File: src/rtl/dram_burst_arbiter.sv
module dram_burst_arbiter #(
  parameter int RQ_DEPTH       = 8,
  parameter int WQ_DEPTH       = 8,
  parameter int RANKS          = 2,
  parameter int BANKS_PER_RANK = 4,
  parameter int ROW_W          = 10,
  parameter int ADDR_W         = 20,
  parameter int BURST_BYTES    = 32,
  parameter int WR_HI          = 6,
  parameter int WR_LO          = 3,
  parameter int MIN_WR         = 4,
  parameter int MAX_ROW_HITS   = 4,
  parameter int NB_W           = 4,
  localparam int NBANK = RANKS * BANKS_PER_RANK,
  localparam int RK_W  = (RANKS > 1) ? $clog2(RANKS) : 1,
  localparam int BK_W  = (BANKS_PER_RANK > 1) ? $clog2(BANKS_PER_RANK) : 1,
  localparam int NB_IW = (NBANK > 1) ? $clog2(NBANK) : 1,
  localparam int RI_W  = $clog2(RQ_DEPTH),
  localparam int WI_W  = $clog2(WQ_DEPTH),
  localparam int IDX_W = (RI_W > WI_W) ? RI_W : WI_W,
  localparam int RC_W  = $clog2(RQ_DEPTH + 1),
  localparam int WC_W  = $clog2(WQ_DEPTH + 1),
  localparam int HC_W  = $clog2(MAX_ROW_HITS + 1),
  localparam int MW_W  = $clog2(MIN_WR + 1)
) (
  input  logic              clk,
  input  logic              rst_n,
  input  logic              req_valid,
  input  logic              req_write,
  input  logic [ADDR_W-1:0] req_addr,
  input  logic [RK_W-1:0]   req_rank,
  input  logic [BK_W-1:0]   req_bank,
  input  logic [ROW_W-1:0]  req_row,
  input  logic [NB_W-1:0]   req_nbursts,
  output logic              req_full,
  output logic              fwd_hit,
  output logic [WI_W-1:0]   fwd_idx,
  input  logic [NBANK-1:0]  bank_ready,
  input  logic              issue_en,
  output logic              bus_write,
  output logic              grant_valid,
  output logic [IDX_W-1:0]  grant_idx
);

  logic [ADDR_W-1:0] rq_addr [RQ_DEPTH];
  logic [RK_W-1:0]   rq_rank [RQ_DEPTH];
  logic [BK_W-1:0]   rq_bank [RQ_DEPTH];
  logic [ROW_W-1:0]  rq_row  [RQ_DEPTH];
  logic [ADDR_W-1:0] wq_addr [WQ_DEPTH];
  logic [RK_W-1:0]   wq_rank [WQ_DEPTH];
  logic [BK_W-1:0]   wq_bank [WQ_DEPTH];
  logic [ROW_W-1:0]  wq_row  [WQ_DEPTH];
  logic [RC_W-1:0]   rcnt, rcnt_n;
  logic [WC_W-1:0]   wcnt, wcnt_n;

  logic [ROW_W-1:0]  open_row [NBANK];
  logic [NBANK-1:0]  row_open;
  logic [HC_W-1:0]   hit_cnt  [NBANK];

  logic              bus_wr, dir_n, fresh;
  logic [RK_W-1:0]   last_rank;
  logic [MW_W-1:0]   nwr, nwr_t;

  function automatic logic [NB_IW-1:0] flat(input logic [RK_W-1:0] r, input logic [BK_W-1:0] b);
    return NB_IW'(int'(r) * BANKS_PER_RANK + int'(b));
  endfunction

  logic             rd_found, wr_found;
  logic [RI_W-1:0]  rd_sel;
  logic [WI_W-1:0]  wr_sel;
  logic [1:0]       rd_best, wr_best;

  always_comb begin
    logic [NB_IW-1:0] b;
    logic [1:0]       sc;
    rd_found = 1'b0;
    rd_sel   = '0;
    rd_best  = '0;
    for (int i = 0; i < RQ_DEPTH; i++) begin
      b  = flat(rq_rank[i], rq_bank[i]);
      sc = {row_open[b] && open_row[b] == rq_row[i] && int'(hit_cnt[b]) < MAX_ROW_HITS,
            !fresh && rq_rank[i] == last_rank};
      if (i < int'(rcnt) && bank_ready[b] && (!rd_found || sc > rd_best)) begin
        rd_found = 1'b1;
        rd_sel   = RI_W'(i);
        rd_best  = sc;
      end
    end
  end

  always_comb begin
    logic [NB_IW-1:0] b;
    logic [1:0]       sc;
    wr_found = 1'b0;
    wr_sel   = '0;
    wr_best  = '0;
    for (int i = 0; i < WQ_DEPTH; i++) begin
      b  = flat(wq_rank[i], wq_bank[i]);
      sc = {row_open[b] && open_row[b] == wq_row[i] && int'(hit_cnt[b]) < MAX_ROW_HITS,
            !fresh && wq_rank[i] == last_rank};
      if (i < int'(wcnt) && bank_ready[b] && (!wr_found || sc > wr_best)) begin
        wr_found = 1'b1;
        wr_sel   = WI_W'(i);
        wr_best  = sc;
      end
    end
  end

  assign grant_valid = bus_wr ? wr_found : rd_found;
  assign grant_idx   = bus_wr ? IDX_W'(wr_sel) : IDX_W'(rd_sel);
  assign bus_write   = bus_wr;

  wire take_rd = issue_en && !bus_wr && rd_found;
  wire take_wr = issue_en &&  bus_wr && wr_found;
  wire take    = take_rd || take_wr;

  wire [RK_W-1:0]  g_rank = bus_wr ? wq_rank[wr_sel] : rq_rank[rd_sel];
  wire [BK_W-1:0]  g_bank = bus_wr ? wq_bank[wr_sel] : rq_bank[rd_sel];
  wire [ROW_W-1:0] g_row  = bus_wr ? wq_row[wr_sel]  : rq_row[rd_sel];
  wire [NB_IW-1:0] g_b    = flat(g_rank, g_bank);
  wire             g_hit  = row_open[g_b] && open_row[g_b] == g_row && int'(hit_cnt[g_b]) < MAX_ROW_HITS;

  wire [ADDR_W-1:0] req_base = req_addr & ~ADDR_W'(BURST_BYTES - 1);

  logic            wm_any;
  logic [WI_W-1:0] wm_idx;
  always_comb begin
    wm_any = 1'b0;
    wm_idx = '0;
    for (int i = 0; i < WQ_DEPTH; i++)
      if (i < int'(wcnt) && wq_addr[i] == req_base) begin
        wm_any = 1'b1;
        wm_idx = WI_W'(i);
      end
  end

  assign req_full = req_write ? (int'(wcnt) + int'(req_nbursts) > WQ_DEPTH)
                              : (int'(rcnt) + int'(req_nbursts) > RQ_DEPTH);
  wire accept  = req_valid && !req_full && req_nbursts != '0;
  assign fwd_hit = accept && !req_write && wm_any;
  assign fwd_idx = wm_idx;
  wire rd_push = accept && !req_write && !wm_any;
  wire wr_push = accept && req_write && !(wm_any && !(take_wr && wr_sel == wm_idx));

  assign rcnt_n = RC_W'(int'(rcnt) - int'(take_rd) + int'(rd_push));
  assign wcnt_n = WC_W'(int'(wcnt) - int'(take_wr) + int'(wr_push));
  assign nwr_t  = (take_wr && int'(nwr) < MIN_WR) ? nwr + 1'b1 : nwr;

  always_comb begin
    if (!bus_wr)
      dir_n = int'(wcnt_n) > WR_HI || (rcnt_n == '0 && wcnt_n != '0);
    else
      dir_n = !(wcnt_n == '0 ||
                (rcnt_n != '0 && int'(wcnt_n) <= WR_LO && int'(nwr_t) >= MIN_WR));
  end

  always_ff @(posedge clk) begin
    for (int i = 0; i < RQ_DEPTH; i++) begin
      if (rd_push && i == int'(rcnt_n) - 1) begin
        rq_addr[i] <= req_base;
        rq_rank[i] <= req_rank;
        rq_bank[i] <= req_bank;
        rq_row[i]  <= req_row;
      end else if (take_rd && i >= int'(rd_sel) && i < RQ_DEPTH - 1) begin
        rq_addr[i] <= rq_addr[(i < RQ_DEPTH - 1) ? i + 1 : i];
        rq_rank[i] <= rq_rank[(i < RQ_DEPTH - 1) ? i + 1 : i];
        rq_bank[i] <= rq_bank[(i < RQ_DEPTH - 1) ? i + 1 : i];
        rq_row[i]  <= rq_row[(i < RQ_DEPTH - 1) ? i + 1 : i];
      end
    end
    for (int i = 0; i < WQ_DEPTH; i++) begin
      if (wr_push && i == int'(wcnt_n) - 1) begin
        wq_addr[i] <= req_base;
        wq_rank[i] <= req_rank;
        wq_bank[i] <= req_bank;
        wq_row[i]  <= req_row;
      end else if (take_wr && i >= int'(wr_sel) && i < WQ_DEPTH - 1) begin
        wq_addr[i] <= wq_addr[(i < WQ_DEPTH - 1) ? i + 1 : i];
        wq_rank[i] <= wq_rank[(i < WQ_DEPTH - 1) ? i + 1 : i];
        wq_bank[i] <= wq_bank[(i < WQ_DEPTH - 1) ? i + 1 : i];
        wq_row[i]  <= wq_row[(i < WQ_DEPTH - 1) ? i + 1 : i];
      end
    end
  end

  always_ff @(posedge clk or negedge rst_n) begin
    if (!rst_n) begin
      row_open <= '0;
      for (int i = 0; i < NBANK; i++) begin
        open_row[i] <= '0;
        hit_cnt[i]  <= '0;
      end
    end else if (take) begin
      if (g_hit) begin
        hit_cnt[g_b] <= hit_cnt[g_b] + 1'b1;
      end else begin
        open_row[g_b] <= g_row;
        row_open[g_b] <= 1'b1;
        hit_cnt[g_b]  <= HC_W'(1);
      end
    end
  end

  always_ff @(posedge clk or negedge rst_n) begin
    if (!rst_n) begin
      rcnt      <= '0;
      wcnt      <= '0;
      bus_wr    <= 1'b0;
      fresh     <= 1'b1;
      last_rank <= '0;
      nwr       <= '0;
    end else begin
      rcnt   <= rcnt_n;
      wcnt   <= wcnt_n;
      bus_wr <= dir_n;
      if (take) last_rank <= g_rank;
      if (dir_n != bus_wr) begin
        nwr   <= '0;
        fresh <= 1'b1;
      end else begin
        nwr <= nwr_t;
        if (take) fresh <= 1'b0;
      end
    end
  end

  assert_hi_forces_write_R11: assert property (@(posedge clk) disable iff (!rst_n)
    (int'(wcnt) > WR_HI) |-> bus_wr);

  assert_min_writes_R12: assert property (@(posedge clk) disable iff (!rst_n)
    ($fell(bus_wr) && wcnt != '0) |-> (int'($past(nwr_t)) >= MIN_WR));

  assert_grant_ready_R7: assert property (@(posedge clk) disable iff (!rst_n)
    grant_valid |-> bank_ready[g_b]);

  assert_fwd_not_queued_R5: assert property (@(posedge clk) disable iff (!rst_n)
    fwd_hit |=> (int'(rcnt) == int'($past(rcnt)) - int'($past(take_rd))));

  always_ff @(posedge clk) begin
    if (rst_n) begin
      assert_no_overflow_R2: assert (int'(rcnt) <= RQ_DEPTH && int'(wcnt) <= WQ_DEPTH);
      for (int i = 0; i < WQ_DEPTH; i++)
        for (int j = 0; j < WQ_DEPTH; j++)
          if (i < j && j < int'(wcnt))
            assert_wq_unique_R4: assert (wq_addr[i] != wq_addr[j]);
      for (int i = 0; i < NBANK; i++)
        assert_row_cap_R9: assert (int'(hit_cnt[i]) <= MAX_ROW_HITS);
    end
  end

endmodule

File: config.mk
export PLATFORM = sky130hd
export DESIGN_NAME = dram_burst_arbiter
export DESIGN_NICKNAME = d
export VERILOG_FILES = /design/src/rtl/dram_burst_arbiter.sv
export SDC_FILE = /design/constraint.sdc
export NUM_CORES = 2
export LEC_CHECK = 0
export BUFFER_PORTS_ARGS = -buffer_cell sky130_fd_sc_hd__buf_4
export CAP_MARGIN = 25
export CELL_PAD_IN_SITES_DETAIL_PLACEMENT = 1
export CELL_PAD_IN_SITES_GLOBAL_PLACEMENT = 2
export CORE_ASPECT_RATIO = 2
export CORE_MARGIN = 3
export CORE_UTILIZATION = 46
export CTS_CLUSTER_DIAMETER = 100
export CTS_CLUSTER_SIZE = 14
export DETAILED_ROUTE_END_ITERATION = 12
export GPL_ROUTABILITY_DRIVEN = 0
export PLACE_DENSITY_LB_ADDON = 0.1
export SETUP_SLACK_MARGIN = 0.2
export SLEW_MARGIN = 10
export SYNTH_ARGS = -nofsm -noshare
export SYNTH_HDL_FRONTEND = slang
export SYNTH_SLANG_ARGS = --single-unit
export TNS_END_PERCENT = 50
File: constraint.sdc
create_clock -name clk -period 17.01 [get_ports clk]
set_clock_uncertainty 0.1 [all_clocks]
set_input_delay 2.5515 -clock clk [delete_from_list [all_inputs] [get_ports clk]]
set_output_delay 2.5515 -clock clk [all_outputs]
set_load 0.02 [all_outputs]
== After elaboration in Yosys (flattened, before gate mapping) ==
Memories as Yosys holds them, arrays and structs flattened.
Cells that the tools add are included.
Operators by class
  magnitude comparators: 103
  shift operators: 0
  multiply operators: 0
  eq/ne operators: 57
  $add $sub $neg: 27
  div/mod/pow operators: 0
  bitwise gates (word level): 71
  reduce and logical (&&, ||, !) cells: 192
  mux-type cells: 391
Operator list (count)
  $mux 10: 52
  $bmux 10 s3: 17
  $mux 3: 59
  $eq 10x10->1: 17
  $mux 1: 164
  $eq 20x20->1: 8
  $mux 20: 8
  $bmux 3 s3: 17
  $logic_and 1x1->1: 137
  $bmux 1 s3: 33
  $bwmux 80: 1
  $mux 2: 35
  $ge 4x4->1 const B: 17
  $lt 3x4->1 const B: 17
  $not 3->4: 17
  $logic_not 32->1: 2
  $lt 3x3->1 const B: 18
  $add 3x2->3: 17
  $or 1x1->1: 49
  $eq 4x5->1 const A: 8
  $lt 3x4->1 const A: 8
  $demux 10 s3: 1
  $gt 2x2->1: 14
  $bwmux 24: 1
  other kinds (38): 124
Storage, ports and cells
  latch bits: 0
  ROM bits: 0
  input port bits: 50
  bits in writable memories: 368
  memories kept: 7
  register bits: 126
Memories
  wq_addr: words 8, bits a word 20, read ports 8, clocked after memory_dff 0, write ports 7, line 49  | logic [ADDR_W-1:0] wq_addr [WQ_DEPTH];
  rq_row: words 8, bits a word 10, read ports 9, clocked after memory_dff 0, write ports 7, line 48  | logic [ROW_W-1:0] rq_row [RQ_DEPTH];
  wq_row: words 8, bits a word 10, read ports 9, clocked after memory_dff 0, write ports 7, line 52  | logic [ROW_W-1:0] wq_row [WQ_DEPTH];
  rq_bank: words 8, bits a word 2, read ports 9, clocked after memory_dff 0, write ports 7, line 47  | logic [BK_W-1:0] rq_bank [RQ_DEPTH];
  wq_bank: words 8, bits a word 2, read ports 9, clocked after memory_dff 0, write ports 7, line 51  | logic [BK_W-1:0] wq_bank [WQ_DEPTH];
  rq_rank: words 8, bits a word 1, read ports 9, clocked after memory_dff 0, write ports 7, line 46  | logic [RK_W-1:0] rq_rank [RQ_DEPTH];
  1 more memories

== Longest topological paths before layout ==
An unclocked memory read counts as a cell.
  depth in word-level cells: 53
  gate-level depth with buffers: 73

== Worst setup path before layout ==
No wires, ideal clock.
  kind: input-to-reg
  start point: input port bank_ready[7]
  end point: memory wq_addr[7][10] (enable)
  stages: 58
  data required time: 16.416 ns
  slack: 0.807 ns
  path buffers: 3
  library setup time: 0.494 ns
  arrival: 15.610 ns
  cells stage by stage: mux4_2 > nor2b_1 > nor2_1 > nand3_1 > ha_1 > nor2b_1 > o21ai_0 > a21o_1 > mux2i_1 > inv_1 > ha_1 > nor2b_1 > o21ai_0 > a21oi_1 > mux2i_1 > ha_1 > a2111oi_0 > a21oi_1 > [... 22 more ...] > a21oi_1 > nand2_1 > o211ai_1 > o21a_1 > buf_6 > clkbuf_1 > xnor2_1 > a41o_1 > nand3_1 > ha_1 > inv_1 > ha_1 > inv_1 > fa_1 > clkbuf_1 > inv_1 > nor2_1 > nor4b_1
RTL lines
  start: declaration: line 38  | input logic [NBANK-1:0] bank_ready,
  end: declaration: line 49

== Final worst setup path ==
  start point: input port bank_ready[2]
  end point: output port grant_idx[0]
Between the ends
  cells in the longest elaborated chain, start to end: 33
  elaborated cells on any way between the ends: 147
  classes of those cells: order compare: 14; mux: 75; reduce/logical: 58
Ends and longest elaborated chain
  $bmux 1 s3, on equally long branches: line 83, 101
  $mux 1, on equally long branches: line 83, 101
  $logic_and 1x1->1, on equally long branches: line 83, 101
  $mux 2, or another cell as far along: line 83  | if (i < int'(rcnt) && bank_ready[b] && (!rd_found || sc > rd_best)) begin
  $gt 2x2->1, or another cell as far along: line 83
  $logic_or 1x1->1, on equally long branches: line 83, 101
  $logic_and 1x1->1, on equally long branches: line 83, 101
  $mux 2, or another cell as far along: line 83
  [... 17 more ...]
  $logic_or 1x1->1, on equally long branches: line 83, 101
  $logic_and 1x1->1, on equally long branches: line 83, 101
  $mux 2, or another cell as far along: line 83
  $gt 2x2->1, or another cell as far along: line 83
  $logic_or 1x1->1, on equally long branches: line 83, 101
  $logic_and 1x1->1, on equally long branches: line 83, 101
  $mux 3, on equally long branches: line 83, 101
  $mux 3 (*): line 110  | assign grant_idx = bus_wr ? IDX_W'(wr_sel) : IDX_W'(rd_sel);
  end: declaration: line 42  | output logic [IDX_W-1:0] grant_idx
Every way passes the cells marked *; elsewhere a longest branch is shown, timed or not. The select of a mux whose other input is x is not followed.

==> results.json <==
{
  "crit_path_start_kind": "input port",
  "ant_nets": 0,
  "postSynthCellCount": 3176,
  "fin_crit_sh": 0.948,
  "crit_path_max_fanout": 16,
  "hp-class": "flip-flop to flip-flop",
  "fin_ws_ps": 886,
  "synth-edff-count": 328,
  "syn_nets": 3280,
  "drv_cap": 0,
  "grt_use_met2": 0.707,
  "cts_buffers": 38,
  "yosysMostFrequentCell": "mux4_2",
  "insertion_delay_ps": 630,
  "crit_path_top_delay_cell": "a2111oi_1",
  "die_y_um": 416,
  "synth_commonest_cells": "mux4_2, mux2_2, edfxtp_1",
  "viasPerCell": 7.50,
  "grt_use_total": 0.428,
  "num_rows": 149,
  "ys_types": 79,
  "numPortBuffers": 54,
  "die_x_um": 211,
  "synth-async-reset-ratio": 0.278,
  "initial_core_util": 0.467,
  "grt_overflow": 0,
  "synthToLayoutAreaGrowth_pct": 10.9,
  "min-delay-start": "hit_cnt[13]",
  "ys.warnings.count": 0,
  "synth_seq_cells": 454,
  "arrival_ps": 13470,
  "grt_max_degree": 73,
  "cts_sinks": 454,
  "dp.cells": 4165,
  "r2r-start": "wq_rank[0]",
  "core_area_um2": 82800,
  "crit_type": "input port to output port",
  "fill_cells": 8423,
  "worst_pin_slew_ps": 1160,
  "use_met3": 0.124,
  "grt_antenna_before_repair": 21,
  "synthTopCellsByArea": "edfxtp_1, mux4_2, mux2_2",
  "vias": 32000,
  "layout.cells.non_filler": 4272,
  "hold_violations": 0,
  "setup_viol": 0,
  "syn_avg_cell_area_um2": 12.2,
  "syn_area_um2": 38600,
  "clock.fmax_mhz": 62.0,
  "crit_top_cell": "ha_1",
  "dp_slack_ps": -89.2,
  "io_pins": 60,
  "dieArea_um2": 87700,
  "grt_pass1_wl_um": 261000,
  "dp.final_hpwl_um": 136000,
  "synth_top_area_frac": 0.255,
  "fin_nets": 3280,
  "wirelength_um": 188000,
  "worstPathRequired_ps": 14360,
  "cts_tree": "yes",
  "slew_viol_final": 0,
  "fin_crit_ps": 16120,
  "first_pass_iters": 7,
  "synth-main-ff-cell": "edfxtp_1",
  "relSlewSlack": 0.220,
  "drt_iter0_drc": 3817,
  "path_clk_slew_ps": 60,
  "worst_setup_path_end_kind": "output port",
  "seq_area_frac_synth": 0.337,
  "root_buffer": "clkbuf_16",
  "postLayoutCoreUtil": 0.518,
  "routedWlPerCell_um": 44.1,
  "cp-startpoint": "bank_ready[2]",
  "layout-drive-gt1-share": 0.369,
  "critPathMaxStageDelay_ps": 520,
  "cts_max_level": 2,
  "status": "completed",
  "grt_use_met1": 0.408,
  "ctsHoldBuffers": 0,
  "drc": 0,
  "grt_pass1_vias": 33900,
  "synth_area_leader_cell": "edfxtp_1",
  "top_usage_layer": "met2",
  "clk_path_buf_depth": 3,
  "rsz0062_at_grt": "no"
}
-- state kept, by name, indices dropped and copies added, names as in the netlist --
register,flops
bus_write,1
fresh,1
hit_cnt,24
last_rank,1
nwr,3
open_row,80
rcnt,4
row_open,8
rq_bank,16
rq_rank,8
rq_row,80
wcnt,4
wq_addr,120
wq_bank,16
wq_rank,8
wq_row,80
-- layout by cell type (no fill, tap or decap), types with 12 or more instances in the layout --
| cell | count |
|---|---|
| a211oi_1 | 15 |
| a21o_1 | 12 |
| a21oi_1 | 62 |
| a31oi_1 | 29 |
| and3_1 | 16 |
| buf_12 | 13 |
| buf_16 | 12 |
| buf_4 | 273 |
| clkbuf_1 | 24 |
| clkbuf_16 | 41 |
| dfrtp_1 | 124 |
| diode_2 | 13 |
| edfxtp_1 | 328 |
| ha_1 | 50 |
| inv_1 | 53 |
| mux2_2 | 363 |
| mux2i_1 | 222 |
| mux4_2 | 384 |
| nand2_1 | 184 |
| nand2b_1 | 20 |
| nand3_1 | 58 |
| nand4_1 | 42 |
| nor2_1 | 110 |
| nor2b_1 | 23 |
| nor3_1 | 30 |
| nor4_1 | 43 |
| o21ai_0 | 77 |
| o22ai_1 | 13 |
| o31ai_1 | 27 |
| xnor2_1 | 196 |
| xor2_1 | 131 |
-- layer usage --
metal  up-vias  part of all wire  wire, µm
li1      12300                 -         -
met4        14              0.14     26700
met5         -            0.0011       198
met3      1043             0.089     16700
met1     16300              0.29     54100
met2      2323              0.48     90500
-- final timing paths --
path,to,slack (ps),cells past startpoint
min in group asynchronous,hit_cnt[10],1820,1
max reg2reg,open_row[20],1280,65
min,hit_cnt[13],390,2
min reg2reg,hit_cnt[13],390,2
max,grant_idx[0],890,43
max in group asynchronous,open_row[43],13560,2
-- critical path, delay by kind of cell --
| kind | cells | cell delay [ps] |
|---|---|---|
| compound gates | 20 | 4440 |
| fa+ha+maj | 7 | 2320 |
| mux | 6 | 1890 |
| simple gates | 7 | 1460 |
| buf+inv | 3 | 750 |
-- through the flow --
step                setup TNS (ps)  instance area [µm²]  hold WS (ps)
floorplan                        0                38600           348
global placement                 0                40900           364
detailed placement           -1390                41100           385
CTS                              0                42200           399
global route                     0                42800           428
finish                           0                42800           393
-- cell families (layout without fill, tap and decap cells) --
| family | after synthesis | in the layout | share of synthesized area |
|---|---|---|---|
| xor+xnor | 327 | 327 | 0.0742 |
| mux | 980 | 980 | 0.390 |
| other cells | 0 | 13 | 0 |
| fa+ha+maj | 54 | 54 | 0.0183 |
| compound gates | 366 | 366 | 0.0644 |
| simple gates | 587 | 587 | 0.0746 |
| flops | 454 | 454 | 0.337 |
| buf+inv | 408 | 434 | 0.0413 |
-- area by class of cell --
type | count | area [µm²] | share of cell area
antenna | 13 | 32.5 | 0.000759
clock buffer | 62 | 1040 | 0.0243
clock inverter | 4 | 51.3 | 0.00120
inverter | 53 | 199 | 0.00464
multi-input combinational | 2314 | 24300 | 0.568
sequential | 454 | 13000 | 0.304
tap | 1057 | 1320 | 0.0309
timing repair buffer | 315 | 2870 | 0.0669
-- repair_timing --
action                     CTS  global route
hold endpoints to repair     0             0
gates resized for setup      1            35
buffers inserted             0            11
setup endpoints to repair    2           539
pin swaps                    0             7
Power is not shown: default switching activity piles up to over one toggle a cycle in this logic, so the estimate is an artifact.
